`src/rtl/hb_dt_pkg.sv`:
```
package hb_dt_pkg;

  typedef enum logic [1:0] {
    PH_IDLE = 2'd0,
    PH_HSHK = 2'd1,
    PH_DEAD = 2'd2,
    PH_ON   = 2'd3
  } ph_state_e;

  // Dead-time length in clock cycles for a given code.
  function automatic int unsigned dt_cycles(input int unsigned code,
                                            input int unsigned base,
                                            input int unsigned step);
    return base + code * step;
  endfunction

endpackage

```
`src/rtl/hb_dt_timer.sv`:
```
module hb_dt_timer #(
  parameter int CNT_W = 6
) (
  input  logic             clk,
  input  logic             rst_n,
  input  logic             load,
  input  logic [CNT_W-1:0] load_val,
  output logic             done
);

  logic [CNT_W-1:0] cnt_q;

  always_ff @(posedge clk or negedge rst_n) begin
    if (!rst_n) begin
      cnt_q <= '0;
    end else if (load) begin
      cnt_q <= load_val;
    end else if (cnt_q != '0) begin
      cnt_q <= cnt_q - 1'b1;
    end
  end

  assign done = (cnt_q == '0);

endmodule

```
`src/rtl/hb_phase_fsm.sv`:
```
module hb_phase_fsm
  import hb_dt_pkg::*;
(
  input  logic clk,
  input  logic rst_n,
  input  logic pwm_cmd,
  input  logic hs_gate_low,
  input  logic ls_gate_low,
  input  logic drv_disable,
  input  logic dt_done,
  output logic dt_load,
  output logic hshk_ok,
  output logic cancel,
  output logic on_hi,
  output logic on_lo
);

  ph_state_e st_q, st_d;
  logic      tgt_q, tgt_d;
  logic      out_below;

  always_comb begin
    // The flag of the switch that is going off, relative to the target side.
    out_below = tgt_q ? ls_gate_low : hs_gate_low;
    cancel    = ((st_q == PH_HSHK) || (st_q == PH_DEAD)) && (pwm_cmd != tgt_q);
    hshk_ok   = (st_q == PH_HSHK) && !cancel && out_below;
    dt_load   = hshk_ok && !drv_disable;

    st_d  = st_q;
    tgt_d = tgt_q;
    if (drv_disable) begin
      st_d = PH_IDLE;
    end else begin
      unique case (st_q)
        PH_IDLE: begin
          st_d  = PH_HSHK;
          tgt_d = pwm_cmd;
        end
        PH_HSHK: begin
          if (cancel) begin
            tgt_d = pwm_cmd;
          end else if (hshk_ok) begin
            st_d = PH_DEAD;
          end
        end
        PH_DEAD: begin
          if (cancel) begin
            st_d  = PH_HSHK;
            tgt_d = pwm_cmd;
          end else if (dt_done) begin
            st_d = PH_ON;
          end
        end
        PH_ON: begin
          if (pwm_cmd != tgt_q) begin
            st_d  = PH_HSHK;
            tgt_d = pwm_cmd;
          end
        end
        default: st_d = PH_IDLE;
      endcase
    end
  end

  always_ff @(posedge clk or negedge rst_n) begin
    if (!rst_n) begin
      st_q  <= PH_IDLE;
      tgt_q <= 1'b0;
    end else begin
      st_q  <= st_d;
      tgt_q <= tgt_d;
    end
  end

  assign on_hi = (st_q == PH_ON) &&  tgt_q;
  assign on_lo = (st_q == PH_ON) && !tgt_q;

endmodule

```
`src/rtl/hb_gate_out.sv`:
```
module hb_gate_out (
  input  logic clk,
  input  logic rst_n,
  input  logic on_hi,
  input  logic on_lo,
  input  logic drv_disable,
  output logic hs_en,
  output logic ls_en,
  output logic on_strobe
);

  logic hs_prev_q, ls_prev_q;

  assign hs_en = on_hi && !drv_disable;
  assign ls_en = on_lo && !drv_disable;

  always_ff @(posedge clk or negedge rst_n) begin
    if (!rst_n) begin
      hs_prev_q <= 1'b0;
      ls_prev_q <= 1'b0;
    end else begin
      hs_prev_q <= hs_en;
      ls_prev_q <= ls_en;
    end
  end

  assign on_strobe = (hs_en && !hs_prev_q) || (ls_en && !ls_prev_q);

endmodule

```
`src/rtl/hb_deadtime_gen.sv`:
```
module hb_deadtime_gen #(
  parameter int CODE_W   = 3,
  parameter int BASE_CYC = 4,
  parameter int STEP_CYC = 4
) (
  input  logic              clk,
  input  logic              rst_n,
  input  logic              pwm_cmd,
  input  logic              hs_gate_low,
  input  logic              ls_gate_low,
  input  logic [CODE_W-1:0] dt_code,
  input  logic              drv_disable,
  output logic              hs_en,
  output logic              ls_en,
  output logic              on_strobe
);

  localparam int MAX_CYC = BASE_CYC + ((1 << CODE_W) - 1) * STEP_CYC;
  localparam int CNT_W   = $clog2(MAX_CYC + 1);

  logic             dt_load, dt_done, hshk_ok, cancel, on_hi, on_lo;
  logic [CNT_W-1:0] load_val;

  // The timer counts down to zero, so it is loaded with the length minus one.
  assign load_val = CNT_W'(hb_dt_pkg::dt_cycles(32'(dt_code), BASE_CYC, STEP_CYC) - 1);

  hb_phase_fsm u_fsm (
    .clk         (clk),
    .rst_n       (rst_n),
    .pwm_cmd     (pwm_cmd),
    .hs_gate_low (hs_gate_low),
    .ls_gate_low (ls_gate_low),
    .drv_disable (drv_disable),
    .dt_done     (dt_done),
    .dt_load     (dt_load),
    .hshk_ok     (hshk_ok),
    .cancel      (cancel),
    .on_hi       (on_hi),
    .on_lo       (on_lo)
  );

  hb_dt_timer #(.CNT_W(CNT_W)) u_timer (
    .clk      (clk),
    .rst_n    (rst_n),
    .load     (dt_load),
    .load_val (load_val),
    .done     (dt_done)
  );

  hb_gate_out u_out (
    .clk         (clk),
    .rst_n       (rst_n),
    .on_hi       (on_hi),
    .on_lo       (on_lo),
    .drv_disable (drv_disable),
    .hs_en       (hs_en),
    .ls_en       (ls_en),
    .on_strobe   (on_strobe)
  );

endmodule

```
`config.mk`:
```
export PLATFORM = sky130hd
export DESIGN_NAME = hb_deadtime_gen
export DESIGN_NICKNAME = d
export VERILOG_FILES = /design/src/rtl/hb_dt_pkg.sv /design/src/rtl/hb_dt_timer.sv /design/src/rtl/hb_phase_fsm.sv /design/src/rtl/hb_gate_out.sv /design/src/rtl/hb_deadtime_gen.sv
export SDC_FILE = /design/constraint.sdc
export NUM_CORES = 1
export LEC_CHECK = 0
export BUFFER_PORTS_ARGS = -buffer_cell sky130_fd_sc_hd__buf_2
export CAP_MARGIN = 25
export CORE_MARGIN = 8
export CORE_UTILIZATION = 54
export DETAILED_ROUTE_END_ITERATION = 10
export PLACE_DENSITY = 0.82
export SYNTH_ARGS = -nofsm -noshare
export SYNTH_HDL_FRONTEND = slang
export SYNTH_HIERARCHICAL = 1
export SYNTH_SLANG_ARGS = --single-unit
export TNS_END_PERCENT = 30
```
`constraint.sdc`:
```
create_clock -name clk -period 2.3 [get_ports clk]
set_input_delay 0.115 -clock clk [delete_from_list [all_inputs] [get_ports clk]]
set_output_delay 0.115 -clock clk [all_outputs]
set_load 0.02 [all_outputs]
```
==> flow_metrics.tcl <==
set metrics [dict create \
    hold_class "in -> reg" \
    die-area_mm2 0.00288 \
    hp-start "dt_code[2]" \
    drtPass1Iterations 4 \
    r2r-end "u_fsm/st_q[1]" \
    crit_chain "nor4_2 > and2_4 > nor2b_1 > and2_1 > a211oi_2 > mux2_2" \
    vias 606 \
    startpoint "u_timer/cnt_q[2]" \
    synth_warnings 6 \
    crit_arrival_ns 2.14 \
    cts_max_level 1 \
    cts_root_buffer "clkbuf_4" \
    clock_path_buffers 2 \
    setup_slack_ns 0.301 \
    setup_viol 0 \
    drc 0 \
    clock_sinks 11 \
    fin_setup_tns_ns 0 \
    max_freq_mhz 500 \
    post_dp_cell_area_um2 835 \
    crit_type "reg -> reg" \
    track_usage 0.115 \
    grt_pass1_vias 564 \
    grt.overflow.total 0 \
    pre_cts_ws_ns 0.318 \
    rsz0062_at_grt "false" \
    drtIter0Drc 13 \
    grt_start_max_net_pins 15 \
    die_h_um 53.6 \
    synth.cell_area_um2 764 \
    crit_path_start_kind "register" \
    stdcell_area_um2 871 \
    area_growth_pct 13.9 \
    p_per_area_mw_per_mm2 958 \
    syn-instance-count 76 \
    core-area_mm2 0.00132 \
    cp-end-kind "register" \
    layout.nets 107 \
    path_max_fanout 7 \
    clk_latency_ns 0.26 \
    holdPathEnd "u_timer/cnt_q[4]" \
    ir_drop_uv 650 \
    cts_buffers 3 \
    ios 12 \
    clk_pin_slew_ns 0.06 \
    finalPower_uw 835 \
    place.gp.congestion 0.812 \
    ant_nets 0 \
    rrSetupSlack_ns 0.30 \
    r2r_start "u_timer/cnt_q[2]" \
    status "finished clean" \
    period_needed_ns 2.00 \
    drive_gt1_frac 0.304 \
    maxSlewViolCount 0 \
    slowest_delay_ns 0.44 \
    min_path_cells 3 \
    tritoncts "done" \
    start_util 0.580 \
    period_share 0.869 \
    syn_area_per_cell_um2 10.1 \
    cp.required_ns 2.44 \
    p_leak_nw 0.419 \
    die_x_um 53.6 \
    via_per_inst 5.66 \
    fin_skew_ns 0.00827 \
    antenna_cells 0 \
    wirelength_um 1460 \
    grt_pass1_wl_um 2510 \
    antenna_found_initial 0 \
    slowest_stage "dfrtp_1" \
    routed_wire_length_per_instance_um 13.6 \
    drv_cap 0 \
    worstRegToRegCells 6 \
    numPortBuffers 11 \
    hold_viol 0 \
    rows 13 \
    cts_setup_buffers 0 \
    dp_hpwl_um 1130 \
]
[sequential cells by signal, summed over array words and instances, names as in the netlist]
signal,count
u_out/hs_prev_q,1
u_fsm/st_q,2
u_out/ls_prev_q,1
u_fsm/tgt_q,1
u_timer/cnt_q,6
[stage by stage]
stage                      util  hold WS, ns  instances
after global routing      0.661       0.0764        107
final                     0.661       0.0634        107
after detailed placement  0.633     -0.00503        102
after CTS                 0.661       0.0532        107
after global placement    0.633     -0.00530        102
after floorplan               -       -0.181         77
[power by group]
part           switching [mW]  total (mW)  internal, mW
clock network          0.0603       0.127        0.0670
registers              0.0772       0.334         0.257
logic                   0.188       0.373         0.185
[worst max-delay path by stage]
stage	endpoint	slack, ns	cells past startpoint
floorplan	u_fsm/st_q[1]	0.40	7
global placement	u_fsm/st_q[1]	0.40	6
detailed placement	u_fsm/st_q[1]	0.32	6
CTS	u_fsm/st_q[1]	0.30	6
global route	u_fsm/st_q[1]	0.18	6
finish	u_fsm/st_q[1]	0.30	6
[cell usage in the layout (no fill, tap or decap), types with 2 or more instances in the layout]
cell type	n
buf_2	11
dfrtp_1	11
inv_1	6
nor2_1	6
ha_1	5
o31ai_1	4
nand2_1	4
clkbuf_4	3
mux2_2	3
nor2b_1	3
a21oi_1	3
xnor2_1	3
conb_1	3
and2_1	2
nand2b_1	2
[critical path: cells and delay by family, from the launching register on]
kind	cells	cell delay, ns
muxes	1	0.35
DFF	1	0.44
AOI/OAI and AO/OA	1	0.20
and+or+nand+nor	4	0.89
[per-layer routing]
layer | vias to the layer above | share of wire | routed length (um) | GRT usage
met3 | 0 | 0.078 | 114 | 0.0496
met2 | 28 | 0.49 | 719 | 0.193
met1 | 284 | 0.43 | 624 | 0.138
met4 | 0 | 0 | 0 | 0.0126
met5 | - | 0 | 0 | 0
li1 | 294 | - | - | -
[layout make-up]
type                            instances  area [um^2]
Timing Repair Buffer                   13         72.6
Sequential cell                        11          275
Fill cell                             112          447
Tap cell                               15         18.8
Multi-Input combinational cell         58          455
Clock buffer                            4         26.3
Inverter                                6         22.5
[what timing repair did]
action | 4_1_cts | 5_1_grt
resized for setup | 0 | 0
hold buffers | 1 | 0
hold endpoints to repair | 11 | 0
Power figures use the tool's default switching activity.
